**src/rtl/i2c_rcv_pkg.sv**
```systemverilog
package i2c_rcv_pkg;
  typedef enum logic [1:0] {
    PH_IDLE = 2'd0,
    PH_LOW  = 2'd1,
    PH_WAIT = 2'd2,
    PH_HIGH = 2'd3
  } phase_e;
endpackage

```
**src/rtl/i2c_rcv_sync.sv**
```systemverilog
module i2c_rcv_sync #(
  parameter int  STAGES  = 2,
  parameter bit  RST_VAL = 1'b1
) (
  input  logic              clk_i,
  input  logic              rst_ni,
  input  logic              d_i,
  output logic [STAGES-1:0] pipe_o
);
  logic [STAGES-1:0] pipe_q;

  always_ff @(posedge clk_i or negedge rst_ni) begin
    if (!rst_ni) pipe_q <= {STAGES{RST_VAL}};
    else         pipe_q <= {pipe_q[STAGES-2:0], d_i};
  end

  assign pipe_o = pipe_q;

  logic warm_q;
  always_ff @(posedge clk_i or negedge rst_ni) begin
    if (!rst_ni) warm_q <= 1'b0;
    else         warm_q <= 1'b1;
  end


  sync_lag_chk: assert property (@(posedge clk_i) disable iff (!rst_ni)
    warm_q |-> (pipe_q[0] == $past(d_i)));
endmodule

```
**src/rtl/i2c_rcv_prescale.sv**
```systemverilog
module i2c_rcv_prescale #(
  parameter int CKS_W = 3
) (
  input  logic             clk_i,
  input  logic             rst_ni,
  input  logic             clr_i,
  input  logic             en_i,
  input  logic [CKS_W-1:0] cks_i,
  output logic             tick_o
);
  localparam int DIV_W = (1 << CKS_W) - 1;

  logic [DIV_W-1:0] cnt_q;
  logic [DIV_W-1:0] lim;

  assign lim    = DIV_W'((64'd1 << cks_i) - 64'd1);
  assign tick_o = en_i && (cnt_q == lim);

  always_ff @(posedge clk_i or negedge rst_ni) begin
    if (!rst_ni)     cnt_q <= '0;
    else if (clr_i)  cnt_q <= '0;
    else if (en_i)   cnt_q <= tick_o ? '0 : cnt_q + 1'b1;
  end


  div_bound_chk: assert property (@(posedge clk_i) disable iff (!rst_ni)
    en_i |-> (cnt_q <= lim));
endmodule

```
**src/rtl/i2c_rcv_phase_fsm.sv**
```systemverilog
module i2c_rcv_phase_fsm
  import i2c_rcv_pkg::*;
#(
  parameter int CKS_W = 3,
  parameter int CNT_W = 8
) (
  input  logic             clk_i,
  input  logic             rst_ni,
  input  logic             start_i,
  input  logic [CKS_W-1:0] cks_i,
  input  logic [CNT_W-1:0] brl_i,
  input  logic [CNT_W-1:0] brh_i,
  input  logic             scl_hi_i,
  input  logic             tick_i,
  output logic [CKS_W-1:0] cks_o,
  output logic             pre_clr_o,
  output logic             pre_en_o,
  output logic             active_o,
  output logic             drive_low_o,
  output logic             done_o
);
  phase_e           st_q;
  logic [CNT_W-1:0] tc_q;
  logic [CNT_W-1:0] brl_q, brh_q;
  logic [CKS_W-1:0] cks_q;

  always_ff @(posedge clk_i or negedge rst_ni) begin
    if (!rst_ni) begin
      st_q  <= PH_IDLE;
      tc_q  <= '0;
      brl_q <= '0;
      brh_q <= '0;
      cks_q <= '0;
    end else begin
      unique case (st_q)
        PH_IDLE: if (start_i) begin
          st_q  <= PH_LOW;
          tc_q  <= '0;
          brl_q <= brl_i;
          brh_q <= brh_i;
          cks_q <= cks_i;
        end
        PH_LOW: if (tick_i) begin
          if (tc_q == brl_q) begin
            st_q <= PH_WAIT;
            tc_q <= '0;
          end else tc_q <= tc_q + 1'b1;
        end
        // high count starts only once SCL is seen released
        PH_WAIT: if (scl_hi_i) st_q <= PH_HIGH;
        PH_HIGH: if (tick_i) begin
          if (tc_q == brh_q) begin
            st_q <= PH_IDLE;
            tc_q <= '0;
          end else tc_q <= tc_q + 1'b1;
        end
        default: st_q <= PH_IDLE;
      endcase
    end
  end

  assign cks_o       = cks_q;
  assign pre_en_o    = (st_q == PH_LOW) || (st_q == PH_HIGH);
  assign pre_clr_o   = !pre_en_o;
  assign active_o    = (st_q != PH_IDLE);
  assign drive_low_o = (st_q == PH_LOW);
  assign done_o      = (st_q == PH_HIGH) && tick_i && (tc_q == brh_q);


  no_overflow_chk: assert property (@(posedge clk_i) disable iff (!rst_ni)
    ((st_q == PH_LOW) |-> (tc_q <= brl_q)) and ((st_q == PH_HIGH) |-> (tc_q <= brh_q)));


  hold_wait_chk: assert property (@(posedge clk_i) disable iff (!rst_ni)
    ((st_q == PH_WAIT) && !scl_hi_i) |=> (st_q == PH_WAIT));
endmodule

```
**src/rtl/i2c_bus_recovery_pulser.sv**
```systemverilog
module i2c_bus_recovery_pulser #(
  parameter int CKS_W = 3,
  parameter int CNT_W = 8
) (
  input  logic             clk_i,
  input  logic             rst_ni,
  input  logic             req_wr_i,
  input  logic             req_wdata_i,
  output logic             req_o,
  output logic             busy_o,
  output logic             sda_level_o,
  input  logic [CKS_W-1:0] cks_i,
  input  logic [CNT_W-1:0] brh_i,
  input  logic [CNT_W-1:0] brl_i,
  input  logic             bus_busy_i,
  input  logic             master_i,
  input  logic             scl_drv_low_i,
  input  logic             sda_drv_low_i,
  input  logic             scl_i,
  input  logic             sda_i,
  output logic             scl_oe_o,
  output logic             sda_oe_o
);
  localparam int SYNC_N = 2;

  logic [SYNC_N-1:0] scl_pipe, sda_pipe;
  logic              active, drive_low, done, tick, pre_clr, pre_en;
  logic              eligible, start, req_q;
  logic [CKS_W-1:0]  cks_run;

  i2c_rcv_sync #(.STAGES(SYNC_N), .RST_VAL(1'b1)) u_scl_sync (
    .clk_i, .rst_ni, .d_i(scl_i), .pipe_o(scl_pipe)
  );

  i2c_rcv_sync #(.STAGES(SYNC_N), .RST_VAL(1'b1)) u_sda_sync (
    .clk_i, .rst_ni, .d_i(sda_i), .pipe_o(sda_pipe)
  );

  i2c_rcv_prescale #(.CKS_W(CKS_W)) u_pre (
    .clk_i, .rst_ni, .clr_i(pre_clr), .en_i(pre_en), .cks_i(cks_run), .tick_o(tick)
  );

  i2c_rcv_phase_fsm #(.CKS_W(CKS_W), .CNT_W(CNT_W)) u_fsm (
    .clk_i, .rst_ni,
    .start_i(start), .cks_i, .brl_i, .brh_i,
    .scl_hi_i(&scl_pipe), .tick_i(tick),
    .cks_o(cks_run), .pre_clr_o(pre_clr), .pre_en_o(pre_en),
    .active_o(active), .drive_low_o(drive_low), .done_o(done)
  );

  assign eligible = (!bus_busy_i || master_i) && !scl_drv_low_i && !active;
  assign start    = req_wr_i && req_wdata_i && eligible;

  always_ff @(posedge clk_i or negedge rst_ni) begin
    if (!rst_ni)    req_q <= 1'b0;
    else if (start) req_q <= 1'b1;
    else if (done)  req_q <= 1'b0;
  end

  assign req_o       = req_q;
  assign busy_o      = active;
  assign sda_level_o = sda_pipe[SYNC_N-1];
  assign scl_oe_o    = active ? drive_low : scl_drv_low_i;
  assign sda_oe_o    = active ? 1'b0 : sda_drv_low_i;


  req_accept_chk: assert property (@(posedge clk_i) disable iff (!rst_ni)
    (req_wr_i && req_wdata_i && !busy_o && !scl_drv_low_i && (!bus_busy_i || master_i))
    |=> (busy_o && req_o && scl_oe_o));


  req_gate_chk: assert property (@(posedge clk_i) disable iff (!rst_ni)
    (!busy_o && (scl_drv_low_i || (bus_busy_i && !master_i))) |=> !busy_o);


  self_clear_chk: assert property (@(posedge clk_i) disable iff (!rst_ni)
    $fell(busy_o) |-> !req_o);


  single_low_chk: assert property (@(posedge clk_i) disable iff (!rst_ni)
    (busy_o && !scl_oe_o) |=> (!busy_o || !scl_oe_o));
endmodule

```
**config.mk**
```make
export PLATFORM = sky130hd
export DESIGN_NAME = i2c_bus_recovery_pulser
export DESIGN_NICKNAME = d
export VERILOG_FILES = /design/src/rtl/i2c_rcv_pkg.sv /design/src/rtl/i2c_rcv_sync.sv /design/src/rtl/i2c_rcv_prescale.sv /design/src/rtl/i2c_rcv_phase_fsm.sv /design/src/rtl/i2c_bus_recovery_pulser.sv
export SDC_FILE = /design/constraint.sdc
export NUM_CORES = 1
export LEC_CHECK = 0
export BUFFER_PORTS_ARGS = -buffer_cell sky130_fd_sc_hd__buf_2
export CORE_UTILIZATION = 25
export CTS_CLUSTER_DIAMETER = 80
export DETAILED_ROUTE_END_ITERATION = 10
export SYNTH_ARGS = -nofsm -noshare
export SYNTH_HDL_FRONTEND = slang
export SYNTH_SLANG_ARGS = --single-unit
export TNS_END_PERCENT = 5
```
**constraint.sdc**
```tcl
create_clock -name clk_i -period 2.83 [get_ports clk_i]
set_clock_uncertainty 0.1 [all_clocks]
set_input_delay 0.283 -clock clk_i [delete_from_list [all_inputs] [get_ports clk_i]]
set_output_delay 0.283 -clock clk_i [all_outputs]
set_load 0.01 [all_outputs]
```
==> summary.md, run 1 <==
| Metric | Value |
|---|---|
| Synthesized area | 2180 um^2 |
| Vias in the first global route | 1456 |
| Detail Route Antenna Nets | 0 |
| Area grow syn2layout | 20.1% |
| Setup Viol. Count Final | 0 |
| Post-Syn Instances | 192 |
| CTS tree | built |
| H-tree depth | 2 |
| Worst path slowest cell | dfrtp_1 |
| Rows | 33 |
| Tmin final | 2640 ps |
| Syn Nets | 228 |
| CP Data Required Time | 2900 ps |
| YS warnings | 0 |
| Clock buffer depth | 2 |
| EDFF count, synth | 0 |
| Total track usage | 10.5% |
| CP Launch Type | register |
| CP endpoint kind | register |
| Leakage | 1.10 nW |
| Final hold vios | 0 |
| Fin cells | 340 |
| Seq cells post-synth | 41 |
| Initial antenna violation count | 0 |
| Most frequent cells in the layout | dfrtp_1, buf_2, xnor2_1 |
| Total grt overflow | 0 |
| Largest area contributor in the netlist | dfrtp_1 |
| Register area share after synthesis | 47.2% |
| Max incr delay on CP | 380 ps |
| Min-delay worst type | in2async |
| CTS clk-pin slew, worst paths | 70 ps |
| Fmax | 0.378 GHz |
| Worst-margin pin slew | 913 ps |
| Max-Slew Margin vs Limit | 39.1% |
| Core Region | 8340 um^2 |
| Clock sinks | 41 |
| Crit share post-route | 93.4% |
| Critical Path Source | u_fsm.cks_o[2] |
| Fin. max-slew vios | 0 |
| IO Pins | 34 |
| Syn_area_per_cell | 11.4 um^2 |
| First-pass GRT wire length | 7.27 mm |
| Hpwl dp | 3.20 mm |
| CP top delay family | compound AO/OA/AOI/OAI gates |
| DR WL/cell | 12.6 um |
| Routability Congestion | 0.749 |
| Die area | 9110 um^2 |
| Commonest non-fill, non-tap cell in the layout | dfrtp_1 |
| Cells along the critical path | buf_4 -> nor2_1 -> nand2_1 -> ha_2 -> xnor2_2 -> xnor2_1 -> a311o_1 -> o32ai_4 -> o2111a_1 -> mux2_2 |
| Synth cell types | 39 |
| PortBufs | 33 |
| 1st-iter DRT viols | 56 |
| Dpl cells | 330 |
| CP Buf/Inv Count | 1 |
| Worst reg2reg startpoint | u_fsm.cks_o[2] |
| Share of cells above drive strength 1 | 32.3% |
| Synth async-reset ratio | 100% |
| Layout Nets | 270 |
| Starting density of the core | 26.2% |
| Area share of the largest cell type after synthesis | 42.4% |
| Drt pass-1 iters | 4 |
| Critical path class | reg2reg |
| CTS Buf Count | 5 |
| Skew-Pair Late Insertion Delay | 290 ps |
| Root buf cell | clkbuf_8 |
| Peak supply drop | 0.340 mV |
| N_diodes | 0 |
| WL final | 4.27 mm |
| Crit path DAT | 2720 ps |
| Remaining DRCs | 0 |
| Setup TNS | 0 ps |
| Top post-synthesis cells by area | dfrtp_1, mux2_2, xnor2_1 |
| RSZ-0062 raised after global routing | no |
| Status | complete, no violations |
| Vias | 1525 |
| Die Y | 95.5 um |
| Largest net degree at the start of global routing | 42 |
| Die X | 95.5 um |
| Main synth FF type | dfrtp_1 |
| P per Cell Area | 959 nW/um^2 |
| Worst Path Max Fanout | 10 |
| Vias/cell | 4.49 |
| Max cap viols | 0 |
[where the power goes]
part | switching (mW) | total, mW | leakage [nW] | internal, mW
registers | 0.152 | 0.928 | 0.513 | 0.776
clock network | 0.186 | 0.361 | 0.0395 | 0.175
logic | 0.610 | 1.22 | 0.550 | 0.615
[Yosys cell counts, types with 3 or more instances]
| cell type | instances |
|---|---|
| nor2_1 | 12 |
| inv_1 | 7 |
| nand3_1 | 4 |
| o211ai_1 | 7 |
| nand2_1 | 9 |
| dfstp_2 | 4 |
| o2bb2ai_1 | 6 |
| xnor2_1 | 25 |
| clkbuf_1 | 3 |
| ha_1 | 7 |
| nand4_1 | 5 |
| dfrtp_1 | 37 |
| mux2_2 | 21 |
| nor3_1 | 3 |
| nand2b_1 | 7 |
| and3_1 | 7 |
[registers in the layout, indices dropped and copies added, names as in the netlist]
name and cells:
req_o 1, u_sda_sync.pipe_o 2, u_fsm.st_q 2, u_fsm.tc_q 8, u_pre.cnt_q 7, u_fsm.cks_o 3
u_fsm.brh_q 8, u_scl_sync.pipe_o 2, u_fsm.brl_q 8
[final timing paths]
| check | slack, ps | to | depth (start not counted) |
|---|---|---|---|
| setup / recovery | 190 | u_fsm.st_q[1] | 10 |
| hold / removal | 20 | u_fsm.brh_q[0] | 1 |
| setup reg to reg | 190 | u_fsm.st_q[1] | 10 |
| hold reg to reg | 260 | u_sda_sync.pipe_o[1] | 0 |
| max in group asynchronous | 2030 | u_fsm.st_q[1] | 1 |
| min in group clk_i | 120 | u_fsm.brh_q[4] | 2 |
[metal layers]
metal | share of wire [%] | wire (um) | global-route usage [%] | vias to the layer above
li1 | - | - | - | 771
met1 | 52 | 2240 | 14.8 | 723
met2 | 42 | 1810 | 15.1 | 24
met3 | 3.8 | 161 | 2.79 | 7
met4 | 1.4 | 59 | 4.10 | 0
met5 | 0 | 0 | 0 | -
[logic make-up (layout without fill, tap and decap cells)]
logic type / after synthesis / after routing / synth area share [%]
compound gates: 31 / 31 / 12.3
xor+xnor: 26 / 26 / 10.4
fa+ha+maj: 7 / 7 / 4.01
buf+inv: 13 / 56 / 2.52
flops: 41 / 41 / 47.2
mux: 21 / 21 / 10.8
simple gates: 53 / 53 / 12.7
[layout make-up]
type	instances	area, um^2
Fill cell	865	5720
Multi-Input combinational cell	138	1120
Sequential cell	41	1030
Timing Repair Buffer	41	234
Tap cell	105	131
Clock buffer	8	80.1
Inverter	7	26.3
[per-stage QoR]
| step | hold WS, ps | cell area, um^2 | setup WS, ps | total power [mW] | utilization, % |
|---|---|---|---|---|---|
| after detailed placement | 247 | 2500 | 89.7 | 2.15 | 30.0 |
| final | 24.3 | 2620 | 186 | 2.51 | 31.4 |
| after floorplan | -113 | 2190 | 14.7 | 1.84 | - |
| after global routing | 101 | 2620 | 20.9 | 2.72 | 31.4 |
| after global placement | 247 | 2500 | 151 | 2.11 | 30.0 |
| after CTS | 59.3 | 2610 | 79.6 | 2.52 | 31.2 |
[what timing repair did]
action                     4_1_cts  5_1_grt
hold buffers                     2        0
buffers inserted                 0        0
setup endpoints to repair        0        9
hold endpoints to repair         2        0
gates resized for setup          0        3
Note: power is estimated with default switching activity, not from simulation.
==> run 2: changes to the inputs <==
Settings changed: ABC_AREA set to 1.
==> run 2 against run 1 <==
Net effect:
- largest power group unchanged
- die area is 13% higher
- sequential cell count stayed put
- critical endpoint is now u_fsm.tc_q[4]
- worst hold slack worse by 11 ps
==> summary.md, run 2 <==
| Metric | Value |
|---|---|
| Area grow syn2layout | 15.7% |
| Switching power total | 1.01 mW (+6.5%) |
| Wl on met1 | 2.61 mm (+17%) |
| Main synth FF type | dfrtp_1 |
| Compound-cell area share of the yosys netlist | 2.88% (-9.4 points) |
| Seq cells post-synth | 41 (unchanged) |
| Synth async-reset ratio | 100% (unchanged) |
| RSZ-0062 raised after global routing | no |
| Min-delay worst type | in2async |
| Rows | 35 (+6.1%) |
| Skew-Pair Late Insertion Delay | 300 ps (about the same) |
| Clock buffer depth | 2 (unchanged) |
| Routability Congestion | 0.789 (+5.4%) |
| Worst-margin pin slew | 948 ps (+34.4 ps) |
| IO Pins | 34 (unchanged) |
| Largest family of logic cells by synthesized area | simple AND/OR/NAND/NOR gates |
| Starting density of the core | 26.3% (+0.13 points) |
| Layout Nets | 385 (+43%) |
| Die X | 102 um (+6.4%) |
| Vias in the first global route | 1919 (+32%) |
| Internal power | 1.47 mW (-6.4%) |
| Total grt overflow | 0 (unchanged) |
| Area share of the largest cell type after synthesis | 37.4% (-5.0 points) |
| Synth cell types | 28 (-28%) |
| EDFF count, synth | 0 (unchanged) |
| YS warnings | 0 (unchanged) |
| Remaining DRCs | 0 (unchanged) |
| DR WL/cell | 10.7 um (-15%) |
| Critical path class | reg2reg |
| CTS Buf Count | 5 (unchanged) |
| Top flop regs | u_fsm.brh_q (8), u_fsm.brl_q (8), u_fsm.tc_q (8) |
| Crit share post-route | 80.8% (-13 points) |
| Worst Path Max Fanout | 19 (+9) |
| Clock power frac | 19.6% (+5.2 points) |
| Register area share after synthesis | 41.6% (-5.6 points) |
| Post-synth top cells | nand2_1, dfrtp_1, nand3_1 |
| Post-Syn Instances | 318 (+66%) |
| Placed instance area | 2730 um^2 (+9.1%) |
| Hpwl dp | 3.77 mm (+18%) |
| Top post-synthesis cells by area | dfrtp_1, nand2_1, nand3_1 |
| Finished Cell Area | 2870 um^2 (+9.3%) |
| Peak supply drop | 0.283 mV (-17%) |
| Drt pass-1 iters | 4 (unchanged) |
| 1st-iter DRT viols | 125 (+120%) |
| Initial antenna violation count | 0 (unchanged) |
| Register-to-register setup slack | 540 ps (+360 ps) |
| Highest Signal Layer | met4 |
| Commonest non-fill, non-tap cell in the layout | nand2_1 |
| Post-Synth XOR/XNOR Area | 7.78% (-2.7 points) |
| Fin. max-slew vios | 0 (unchanged) |
| Core Region | 9420 um^2 (+13%) |
| Die Y | 102 um (+6.4%) |
| Tmin final | 2290 ps (-358 ps) |
| Routed wl met2 | 2.23 mm (+23%) |
| PortBufs | 33 (unchanged) |
| Post-Synth Simple-Gate Area | 30.3% (+18 points) |
| Share of cells above drive strength 1 | 20.0% (-12 points) |
| Status | complete, no violations |
| Detail Route Antenna Nets | 0 (unchanged) |
| First-pass GRT wire length | 8.87 mm (+22%) |
| WL final | 5.14 mm (+20%) |
| Vias | 2033 (+33%) |
| Vias/cell | 4.24 (-5.4%) |
| Max-Slew Margin vs Limit | 36.8% (-2.3 points) |
| Post-layout util | 30.4% (-1.0 points) |
| Worst reg2reg startpoint | u_fsm.cks_o[1] |
| CTS clk-pin slew, worst paths | 90 ps (+20 ps) |
| Fmax | 0.437 GHz (+16%) |
| Syn Nets | 354 (+55%) |
| Worst R2R End | u_fsm.tc_q[4] |
| Final hold vios | 0 (unchanged) |
| Syn_area_per_cell | 7.79 um^2 (-31%) |
| Total track usage | 11.0% (+0.51 points) |
| Cell with the most instances after synthesis | nand2_1 |
| Most frequent cells in the layout | nand2_1, dfrtp_1, nand3_1 |
| CTS tree | built |
| Routed wl met3 | 251 um (+56%) |
| Leakage | 1.45 nW (+32%) |
| Die area | 10300 um^2 (+13%) |
| H-tree depth | 2 (unchanged) |
| Sw frac | 40.8% (+3.1 points) |
| Clock sinks | 41 (unchanged) |
| Max cap viols | 0 (unchanged) |
| Synthesized area | 2480 um^2 (+13%) |
| Setup TNS | 0 ps (unchanged) |
| Root buf cell | clkbuf_8 |
| CP Launch Type | register |
| Mux cell area share after synthesis | 5.45% (-5.4 points) |
| N_diodes | 0 (unchanged) |
| Largest area contributor in the netlist | dfrtp_1 |
| Setup Viol. Count Final | 0 (unchanged) |
| Crit path DAT | 2380 ps (-340 ps) |
| R2R depth | 15 (+5) |
| Synth Area in Adders | 3.54% (-0.48 points) |
| P per Cell Area | 864 nW/um^2 (-9.9%) |
| Power share of the combinational group | 42.4% (-6.3 points) |
| Flop pwr share | 38.0% (+1.1 points) |
| CP Data Required Time | 2930 ps (+30 ps) |
| Largest net degree at the start of global routing | 42 (unchanged) |
| CP endpoint kind | register |
| Worst hold slack | 13.7 ps (-10.6 ps) |
[run 2: cell types whose count changed in the layout (fill, tap and decap cells not counted), sizes merged, moves of 9 or more]
cell | before | now
xnor2 | 25 | 15
nand2 | 9 | 102
inv | 7 | 35
nand3 | 4 | 37
mux2 | 21 | 12
nor2 | 12 | 33
[run 2: worst max-delay path by stage]
| stage | start | to | slack (ps) | cells after the start |
|---|---|---|---|---|
| 5_1_grt | u_fsm.cks_o[1] | u_fsm.tc_q[4] | 300 | 15 |
| 4_1_cts | u_fsm.cks_o[1] | u_fsm.tc_q[4] | 540 | 15 |
| 6_report | u_fsm.cks_o[1] | u_fsm.tc_q[4] | 540 | 15 |
| 3_5_place_dp | u_fsm.cks_o[1] | u_fsm.tc_q[7] | 560 | 15 |
| 3_3_place_gp | u_fsm.cks_o[1] | u_fsm.tc_q[0] | 650 | 15 |
| 2_1_floorplan | u_fsm.cks_o[1] | u_fsm.tc_q[0] | 870 | 14 |
[run 2: what timing repair did]
action,in CTS,in global routing
setup buffers,0,0
endpoints found under the hold margin,2,0
resized for setup,0,0
hold buffers,2,0
[run 2: kinds of logic after synthesis]
group           Yosys count
flops                    41
buf+inv                  47
simple gates            178
xor+xnor                 22
mux                      12
compound gates           11
fa+ha+maj                 7
[run 2: metal layers]
| layer | GRT usage (%) | vias to the layer above |
|---|---|---|
| met5 | 0 | - |
| met4 | 3.01 | 0 |
| met3 | 2.90 | 7 |
| met2 | 17.2 | 42 |
| met1 | 14.9 | 933 |
| li1 | - | 1051 |
[run 2: metrics by stage]
step	setup slack, ps	total power [mW]	cells
5_1_grt	295	2.72	479
4_1_cts	538	2.50	479
6_report	544	2.48	479
2_1_floorplan	866	1.79	318
3_3_place_gp	646	1.98	469
3_5_place_dp	559	2.01	469
[run 2: power by group through the flow]
stage                     clock [mW]  combinational (mW)  sequential (mW)
after detailed placement           0                1.06            0.954
final                          0.485                1.05            0.940
after floorplan                    0               0.898            0.895
after global placement             0                1.03            0.943
after CTS                      0.495                1.06            0.943
after global routing           0.531                1.22            0.972
[run 2: area by class of cell]
cell class,instances,area (um^2)
Inverter,35,131
Timing Repair Buffer,36,193
Fill cell,1006,6550
Sequential cell,41,1030
Multi-Input combinational cell,230,1240
Tap cell,129,161
Clock buffer,6,72.6
Clock inverter,2,38.8
[run 2: critical path, stage by stage (launching register included)]
cell and delay (ps):
dfrtp_1 470, nor2_2 210, nand2_2 80, ha_1 260, inv_1 90, nand2_1 50, nand2_1 70, nand2_1 50
nand2_1 80, nand2_1 60, inv_1 60, nand3_2 90, nand2_4 190, nand2_2 160, nand2_1 100, nand2_1 60
